File: config.mk
export PLATFORM = sky130hd
export DESIGN_NAME = tdma_beacon_sched
export DESIGN_NICKNAME = d
export VERILOG_FILES = /design/src/rtl/tdma_pkg.sv /design/src/rtl/tdma_ivl_calc.sv /design/src/rtl/tdma_alarm.sv /design/src/rtl/tdma_beacon_sched.sv
export SDC_FILE = /design/constraint.sdc
export NUM_CORES = 1
export LEC_CHECK = 0
export BUFFER_PORTS_ARGS = -buffer_cell sky130_fd_sc_hd__buf_4
export CORE_MARGIN = 1
export CORE_UTILIZATION = 30
export CTS_BUF_LIST = sky130_fd_sc_hd__clkbuf_2
export CTS_CLUSTER_SIZE = 25
export DETAILED_ROUTE_END_ITERATION = 16
export HOLD_SLACK_MARGIN = 0.06
export PLACE_DENSITY_LB_ADDON = 0.1
export SYNTH_ARGS = -nofsm -noshare
export SYNTH_HDL_FRONTEND = slang
export SYNTH_SLANG_ARGS = --single-unit
export TNS_END_PERCENT = 50
File: constraint.sdc
create_clock -name clk -period 14.1 [get_ports clk]
set_input_delay 1.41 -clock clk [delete_from_list [all_inputs] [get_ports clk]]
set_output_delay 1.41 -clock clk [all_outputs]
set_load 0.02 [all_outputs]
File: src/rtl/tdma_pkg.sv
package tdma_pkg;
  localparam int TU_SHIFT   = 10;  // µs -> TU
  localparam int FINE_SHIFT = 7;   // µs -> 1/8 TU
  localparam int FINE_MUL   = 3;   // TU -> 1/8 TU

  typedef enum int {
    FIRE_TBTT = 0,
    FIRE_DBA  = 1,
    FIRE_SWBA = 2,
    FIRE_ATIM = 3
  } fire_idx_e;
endpackage

File: src/rtl/tdma_ivl_calc.sv
module tdma_ivl_calc #(
  parameter int LEN_W = 16,
  parameter int CNT_W = 8,
  parameter int IVL_W = LEN_W + CNT_W - 9
) (
  input  logic [LEN_W-1:0] slot_len,
  input  logic [LEN_W-1:0] guard,
  input  logic [CNT_W-1:0] slot_cnt,
  output logic [IVL_W-1:0] ivl_tu
);
  import tdma_pkg::*;
  localparam int SUM_W  = LEN_W + 1;
  localparam int PROD_W = SUM_W + CNT_W;

  logic [SUM_W-1:0]  per_slot;
  logic [PROD_W-1:0] frame_us;
  logic [PROD_W:0]   padded;
  logic [IVL_W-1:0]  whole_tu;

  assign per_slot = SUM_W'(slot_len) + SUM_W'(guard);
  assign frame_us = PROD_W'(per_slot) * PROD_W'(slot_cnt);
  // ceiling division by one TU
  assign padded   = (PROD_W+1)'(frame_us) + (PROD_W+1)'((1 << TU_SHIFT) - 1);
  assign whole_tu = IVL_W'(padded >> TU_SHIFT);
  // odd periods are pushed up to the next even value
  assign ivl_tu   = whole_tu + IVL_W'(whole_tu[0]);
endmodule

File: src/rtl/tdma_alarm.sv
module tdma_alarm #(
  parameter int TSF_W  = 64,
  parameter int TGT_W  = 32,
  parameter int RES_SH = 10
) (
  input  logic             clk,
  input  logic             rst_n,
  input  logic [TSF_W-1:0] tsf,
  input  logic             en,
  input  logic             wr,
  input  logic [TGT_W-1:0] wr_val,
  input  logic [TGT_W-1:0] step,
  output logic [TGT_W-1:0] tgt,
  output logic             fire
);
  logic hit;

  assign hit = en && (tsf == (TSF_W'(tgt) << RES_SH));

  always_ff @(posedge clk) begin
    if (!rst_n) begin
      tgt  <= '0;
      fire <= 1'b0;
    end else if (wr) begin
      tgt  <= wr_val;
      fire <= 1'b0;
    end else begin
      fire <= hit;
      if (hit) tgt <= tgt + step;
    end
  end
endmodule

File: src/rtl/tdma_beacon_sched.sv
module tdma_beacon_sched #(
  parameter int LEN_W  = 16,
  parameter int CNT_W  = 8,
  parameter int SLOT_W = 8,
  parameter int PREP_W = 16,
  parameter int TBTT_W = 32,
  parameter int TSF_W  = 64,
  localparam int IVL_W   = LEN_W + 1 + CNT_W + 1 - tdma_pkg::TU_SHIFT,
  localparam int ALERT_W = TBTT_W + tdma_pkg::FINE_MUL
) (
  input  logic               clk,
  input  logic               rst_n,
  input  logic [LEN_W-1:0]   cfg_slot_len_us,
  input  logic [LEN_W-1:0]   cfg_guard_us,
  input  logic [CNT_W-1:0]   cfg_slot_cnt,
  input  logic [SLOT_W-1:0]  cfg_slot_idx,
  input  logic [PREP_W-1:0]  cfg_dba_prep,
  input  logic [PREP_W-1:0]  cfg_swba_prep,
  input  logic               cfg_init,
  input  logic               cfg_load,
  input  logic [TBTT_W-1:0]  cfg_next_tbtt,
  output logic [TSF_W-1:0]   tsf_us,
  output logic [IVL_W:0]     ivl_reg,
  output logic [TBTT_W-1:0]  tbtt_tu,
  output logic [ALERT_W-1:0] dba_t8,
  output logic [ALERT_W-1:0] swba_t8,
  output logic [TBTT_W-1:0]  atim_tu,
  output logic               swba_irq_en,
  output logic               beacon_now,
  output logic [3:0]         tmr_fire,
  output logic               swba_irq
);
  import tdma_pkg::*;

  logic               strobe;
  logic               slot_zero;
  logic [IVL_W-1:0]   ivl_new;
  logic [IVL_W-1:0]   ivl_q;
  logic               en_q;
  logic [TBTT_W-1:0]  sel_tbtt;
  logic [ALERT_W-1:0] tbtt_fine;

  logic [TBTT_W-1:0]  crs_wr   [2];
  logic [TBTT_W-1:0]  crs_tgt  [2];
  logic               crs_fire [2];
  logic [ALERT_W-1:0] fin_wr   [2];
  logic [ALERT_W-1:0] fin_tgt  [2];
  logic               fin_fire [2];
  logic [TBTT_W-1:0]  crs_step;
  logic [ALERT_W-1:0] fin_step;

  assign strobe    = cfg_init | cfg_load;
  assign slot_zero = (cfg_slot_idx == '0);

  tdma_ivl_calc #(.LEN_W(LEN_W), .CNT_W(CNT_W), .IVL_W(IVL_W)) u_ivl (
    .slot_len (cfg_slot_len_us),
    .guard    (cfg_guard_us),
    .slot_cnt (cfg_slot_cnt),
    .ivl_tu   (ivl_new)
  );

  // initial configuration wins over reload
  assign sel_tbtt  = cfg_init ? TBTT_W'(ivl_new) : cfg_next_tbtt;
  assign tbtt_fine = ALERT_W'(sel_tbtt) << FINE_MUL;

  assign crs_wr[0] = sel_tbtt;
  assign crs_wr[1] = sel_tbtt + TBTT_W'(1);
  assign fin_wr[0] = tbtt_fine - ALERT_W'(cfg_dba_prep);
  assign fin_wr[1] = tbtt_fine - ALERT_W'(cfg_swba_prep);

  assign crs_step = TBTT_W'(ivl_q);
  assign fin_step = ALERT_W'(ivl_q) << FINE_MUL;

  always_ff @(posedge clk) begin
    if (!rst_n) begin
      tsf_us      <= '0;
      ivl_q       <= '0;
      en_q        <= 1'b0;
      swba_irq_en <= 1'b0;
      beacon_now  <= 1'b0;
    end else begin
      tsf_us     <= cfg_init ? '0 : tsf_us + TSF_W'(1);
      beacon_now <= strobe & slot_zero;
      if (strobe) begin
        ivl_q       <= ivl_new;
        en_q        <= 1'b1;
        swba_irq_en <= slot_zero;
      end
    end
  end

  // TU-resolution alarms: beacon (0) and ATIM (1)
  for (genvar g = 0; g < 2; g++) begin : g_crs
    tdma_alarm #(.TSF_W(TSF_W), .TGT_W(TBTT_W), .RES_SH(TU_SHIFT)) u_alarm (
      .clk    (clk),
      .rst_n  (rst_n),
      .tsf    (tsf_us),
      .en     (en_q),
      .wr     (strobe),
      .wr_val (crs_wr[g]),
      .step   (crs_step),
      .tgt    (crs_tgt[g]),
      .fire   (crs_fire[g])
    );
  end

  // 1/8-TU alarms: DMA alert (0) and beacon alert (1)
  for (genvar g = 0; g < 2; g++) begin : g_fin
    tdma_alarm #(.TSF_W(TSF_W), .TGT_W(ALERT_W), .RES_SH(FINE_SHIFT)) u_alarm (
      .clk    (clk),
      .rst_n  (rst_n),
      .tsf    (tsf_us),
      .en     (en_q),
      .wr     (strobe),
      .wr_val (fin_wr[g]),
      .step   (fin_step),
      .tgt    (fin_tgt[g]),
      .fire   (fin_fire[g])
    );
  end

  assign ivl_reg = {en_q, ivl_q};
  assign tbtt_tu = crs_tgt[0];
  assign atim_tu = crs_tgt[1];
  assign dba_t8  = fin_tgt[0];
  assign swba_t8 = fin_tgt[1];

  assign tmr_fire[FIRE_TBTT] = crs_fire[0];
  assign tmr_fire[FIRE_DBA]  = fin_fire[0];
  assign tmr_fire[FIRE_SWBA] = fin_fire[1];
  assign tmr_fire[FIRE_ATIM] = crs_fire[1];
  assign swba_irq = fin_fire[1] & swba_irq_en;
endmodule

* Word level (Yosys, flattened, before mapping)
Index checks and enable logic that the tools add are counted.
Storage, ports and cells: word-level logic and storage cells 53, register bits 221, bits of input ports 116, output and inout bits 222
Cells by class: $mul 1, eq/ne operators 4, reduce and logical (&&, ||, !) cells 11, mux-type cells 9, add/sub/neg operators 11, bitwise operators 4
Operators by type and width (count):
- 64-bit by 42-bit equality test with 1-bit output | 4
- 32-bit two-way mux | 5
- 35-bit two-way mux | 4
- 35-bit by 19-bit adder with 35-bit output | 2
- 35-bit by 16-bit subtractor with 35-bit output | 2
- 32-bit by 16-bit adder with 32-bit output | 2
- 64-bit by 1-bit adder with 64-bit output, second input constant | 1
- 32-bit by 1-bit adder with 32-bit output, second input constant | 1
- 25-bit by 10-bit adder with 26-bit output, second input constant | 1
- 17-bit by 8-bit multiplier with 25-bit output | 1
- 16-bit by 16-bit adder with 17-bit output | 1
- 16-bit by 1-bit adder with 16-bit output | 1
- 8-bit logical NOT | 1
- 2-bit nonzero test | 4
- 1-bit logical AND | 4
- 2-bit OR reduction | 2
- 1-bit AND | 2
- 1-bit inverter | 1
- 1-bit OR | 1

* Depth between registers and ports, before layout
word-level depth 7, gate-level depth with buffers 47, mapped depth without buffers 45

* By module
Synthesis repeated with hierarchy kept, for this count alone.
Second synthesis, totals: cell total of the unflattened synthesis 3606, area total of the unflattened synthesis 28016.9 µm²
Modules (own cells, without submodules):
- tdma_alarm at g_fin[0].u_alarm ... | area an instance 4199.0 µm², cells each 553, instances 2, seq. area each 720.7 µm²
- tdma_beacon_sched | area an instance 6912.9 µm², cells each 905, instances 1, seq. area each 1661.6 µm²
- tdma_ivl_calc | area an instance 5640.4 µm², cells each 678, instances 1, seq. area each 0.0 µm²
- tdma_alarm at g_crs[0].u_alarm | area an instance 3623.5 µm², cells each 482, instances 1, seq. area each 660.6 µm²
- tdma_alarm at g_crs[1].u_alarm | area an instance 3442.1 µm², cells each 435, instances 1, seq. area each 660.6 µm²

* Worst setup path after synthesis
Ideal clock, no wire load.
kind input-to-reg, start input port cfg_slot_len_us[0], end register g_fin[1].u_alarm.tgt[31], stages 42, data required time 14014 ps, path buffers 2, setup time 86 ps, arrival time 11369 ps, setup slack 2645 ps, cells stage by stage ha_1 -> inv_1 -> fa_1 -> nor2b_1 -> o21ai_0 -> a21boi_0 -> o21ai_0 -> a21boi_0 -> o21ai_0 -> a21boi_0 -> o21ai_0 -> a21boi_0 -> o21ai_0 -> nor4b_1 -> or3_1 -> clkbuf_1 -> and2_1 -> fa_1 -> [6 not listed] -> buf_6 -> a21oi_1 -> o21ai_1 -> or2_1 -> or4_1 -> and3_4 -> or4_4 -> nor3_1 -> xnor2_1 -> a21oi_1 -> ha_1 -> a21o_1 -> a22o_1 -> a311o_1 -> or2_2 -> or4_1 -> xnor2_1 -> a211oi_1
Between the ends: cells in the longest elaborated chain, start to end 7
RTL lines:
- start: declaration | RTL line tdma_beacon_sched.sv:13 | input logic [LEN_W-1:0] cfg_slot_len_us,
- 16-bit by 16-bit adder with 17-bit output | RTL line tdma_ivl_calc.sv:20 | assign per_slot = SUM_W'(slot_len) + SUM_W'(guard);
- 17-bit by 8-bit multiplier with 25-bit output | RTL line tdma_ivl_calc.sv:21 | assign frame_us = PROD_W'(per_slot) * PROD_W'(slot_cnt);
- 25-bit by 10-bit adder with 26-bit output | RTL line tdma_ivl_calc.sv:23 | assign padded = (PROD_W+1)'(frame_us) + (PROD_W+1)'((1 << TU_SHIFT) - 1);
- 16-bit by 1-bit adder with 16-bit output | RTL line tdma_ivl_calc.sv:26 | assign ivl_tu = whole_tu + IVL_W'(whole_tu[0]);
- 32-bit two-way mux | RTL line tdma_beacon_sched.sv:63 | assign sel_tbtt = cfg_init ? TBTT_W'(ivl_new) : cfg_next_tbtt;
- 35-bit by 16-bit subtractor with 35-bit output | RTL line tdma_beacon_sched.sv:69 | assign fin_wr[1] = tbtt_fine - ALERT_W'(cfg_swba_prep);
- 35-bit two-way mux | RTL line tdma_alarm.sv:24 | end else if (wr) begin
- end signal: assignment | RTL line tdma_alarm.sv:25 | tgt <= wr_val;
- end signal: assignment | RTL line tdma_alarm.sv:29 | if (hit) tgt <= tgt + step;
- end: declaration | RTL line tdma_alarm.sv:13 | output logic [TGT_W-1:0] tgt,
No other way between the ends. A chain may end at the register's enable or synchronous reset.

* Final worst setup path
start input port cfg_slot_len_us[0], end register g_fin[1].u_alarm.tgt[34]
The elaborated chain is that of the path after synthesis.

==> results_dict.tcl <==
set metrics [dict create \
    die_width_um 280 \
    ys_warn_count 0 \
    numCtsBuffers 69 \
    wirelength_um 104000 \
    hold_path_end "swba_irq_en$_SDFFE_PN0N_" \
    critPathMaxStageDelay_ns 0.69 \
    setup_slack_ns 2.28 \
    h-tree-depth 3 \
    nNetsFinal 3717 \
    start_kind "primary input" \
    worst_ep_required_time_ns 15.11 \
    grt.overflow.total 0 \
    synthTopCellsByCount "nor2_1 (302), nand2_1 (283), xnor2_1 (245), inv_1 (242), dfxtp_1 (220)" \
    setup-tns-final_ns 0 \
    status "complete, no violations" \
    ant_nets 0 \
    core_um2 76200 \
    slew_violations 0 \
    ys_types 88 \
    grt_max_degree 76 \
    cts_setup_buffers 0 \
    holdBufCountCts 0 \
    end_kind "flip-flop" \
    die_area_um2 78300 \
    ios 338 \
    hold_class "reg -> reg" \
    reg2reg_from "tsf_us[0]$_SDFF_PP0_" \
    yosysMostFrequentCell "nor2_1" \
    fin_skew_ns 0.0933 \
    post_drt_wl_per_cell_um 23.5 \
    synth-seq-area-share 0.190 \
    place.gp.congestion 0.950 \
    synth_enable_flop_cells 0 \
    ys_ff_latch 220 \
    yosys.area.top_type "dfxtp_1" \
    syn_nets 3425 \
    pre_cts_ws_ns 1.07 \
    clock_sinks 220 \
    netlist.area_leader.share 0.190 \
    synth_area_leaders "dfxtp_1 (19%), xnor2_1 (9.3%), ha_1 (8.9%)" \
    synth_area_per_cell_um2 7.61 \
    firstDrtPassIters 7 \
    final_hold_viol_count 0 \
    numPortBuffers 336 \
    hold_depth 1 \
    crit_top_cell "o21ai_0" \
    async_reset_ff_frac 0 \
    cp.arrival_ns 12.83 \
    drc 0 \
    multi_input_area_um2 17200 \
    startpoint "cfg_slot_len_us[0]" \
    max_cap_viol_count 0 \
    critPathSlowestCell "a211oi_1" \
    dieHeight_um 280 \
    regArea_um2 4400 \
    first_iter_violations 1653 \
    drive_gt1_frac 0.154 \
    via_per_inst 5.33 \
    max-slew-margin-rel 0.242 \
    cts_tree "built" \
    clockRootBuffer "clkbuf_2" \
    worst-setup-path-type "in -> reg" \
    vias 23500 \
    antenna_found_initial 8 \
    finalCriticalPeriod_ns 11.82 \
    finalCritPeriodShare 0.838 \
    fill_cells 8201 \
    setup_viol 0 \
    hold_start "swba_irq_en$_SDFFE_PN0N_" \
    synth_ff_type "dfxtp_1" \
    floorplan.initialDensity 0.304 \
    regToRegSetupSlack_ns 9.08 \
    clock.fmax_mhz 84.6 \
    area_delta_synth_final_pct 17.9 \
    grt_pass1_vias 23400 \
    critical_path_peak_fanout 8 \
    synth_area_um2 23200 \
    clk_latency_ns 1.08 \
    r2r-end "g_crs[1].u_alarm.tgt[26]$_SDFFE_PN0P_" \
    cts_buffer_depth 3 \
    synth_cells 3045 \
    rsz0062_at_grt "no" \
    cts_resized 0 \
    worstMarginPinSlew_ns 1.12 \
    clkTransAtPathRegs_ns 0.10 \
    r2r_cells 15 \
    num_rows 101 \
    grt_pass1_wl_um 152000 \
    dp_hpwl_um 83300 \
    grt_use_total 0.259 \
]
-- worst max-delay path, delay by kind of cell --
family                   cells  cell delay [ns]
AO/OA/AOI/OAI               18             4.15
AND/OR/NAND/NOR             12             3.44
adder cells (fa/ha/maj)      8             3.22
buffers and inverters        6             0.58
-- flip-flops by register name, summed over array words and instances, names as in the netlist --
signal / cells
g_fin.u_alarm.tgt: 70
g_crs.u_alarm.tgt: 64
ivl_q: 15
en_q: 1
swba_irq_en: 1
g_fin.u_alarm.fire: 2
beacon_now: 1
g_crs.u_alarm.fire: 2
tsf_us: 64
-- final cells by class --
class,instances,share of cell area
Antenna cell,2,0.000183
Clock buffer,92,0.0169
Clock inverter,31,0.00660
Inverter,243,0.0334
Multi-Input combinational cell,2427,0.631
Sequential cell,220,0.161
Tap cell,1030,0.0472
Timing Repair Buffer,376,0.103
-- metal layers --
metal	part of all wire	wire (um)	vias to the layer above	global-route usage
li1	-	-	11100	-
met1	0.42	43600	11500	0.322
met2	0.49	50400	772	0.454
met3	0.062	6440	179	0.0389
met4	0.031	3210	12	0.0870
met5	0.00067	70	-	0
-- worst max path at each step --
| stage | to | slack [ns] |
|---|---|---|
| 6_report | g_fin[1].u_alarm.tgt[34]$_SDFFE_PN0P_ | 2.28 |
| 5_1_grt | g_fin[1].u_alarm.tgt[34]$_SDFFE_PN0P_ | 1.33 |
| 4_1_cts | g_fin[1].u_alarm.tgt[34]$_SDFFE_PN0P_ | 2.20 |
| 3_5_place_dp | g_fin[1].u_alarm.tgt[32]$_SDFFE_PN0P_ | 1.07 |
| 3_3_place_gp | g_fin[1].u_alarm.tgt[32]$_SDFFE_PN0P_ | 1.22 |
| 2_1_floorplan | g_fin[1].u_alarm.tgt[31]$_SDFFE_PN0P_ | 2.65 |
-- metrics by stage --
stage	instance area (um^2)	utilization	hold WS, ns	std cells
3_3_place_gp	26700	0.350	0.468	4296
4_1_cts	27300	0.358	0.497	4419
6_report	27300	0.358	0.494	4421
2_1_floorplan	23200	-	0.456	3045
3_5_place_dp	26700	0.350	0.475	4296
5_1_grt	27300	0.358	0.518	4421
-- logic make-up (layout without fill, tap and decap cells) --
kind of cell	after synthesis	after routing	share of synthesized area
simple gates	1159	1159	0.248
compound gates	614	614	0.171
buf+inv	398	742	0.0668
xor+xnor	362	362	0.137
fa+ha+maj	264	264	0.175
flops	220	220	0.190
mux	27	27	0.0120
other cells	1	3	0.000162
-- cells in the final DEF, fill, tap and decap left out, types with 9 or more instances in the layout --
cell | netlist | routed
buf_4 | 6 | 376
nor2_1 | 302 | 301
nand2_1 | 283 | 281
xnor2_1 | 245 | 245
inv_1 | 242 | 241
dfxtp_1 | 220 | 220
a21oi_1 | 165 | 165
ha_1 | 164 | 164
o21ai_0 | 133 | 133
xor2_1 | 117 | 117
nand3_1 | 107 | 107
fa_1 | 100 | 100
and2_1 | 96 | 96
clkbuf_2 | 0 | 92
nor3_1 | 66 | 66
nand4_1 | 56 | 56
a211oi_1 | 53 | 53
and3_1 | 48 | 48
nor4_1 | 45 | 45
nor2b_1 | 41 | 41
o211ai_1 | 33 | 33
or3_1 | 33 | 33
a21o_1 | 32 | 32
clkinv_1 | 1 | 24
a31oi_1 | 22 | 22
mux2i_1 | 21 | 21
o22ai_1 | 19 | 19
nand2b_1 | 18 | 18
a21boi_0 | 16 | 16
o21a_1 | 16 | 16
or2_2 | 14 | 14
a311oi_1 | 11 | 11
and4_1 | 10 | 10
o31ai_1 | 9 | 9
or4_1 | 9 | 9
nor4b_1 | 9 | 9
a311o_1 | 9 | 9
o31a_1 | 9 | 9
Power is not shown: default switching activity piles up to over one toggle a cycle in this logic, so the estimate is an artifact.
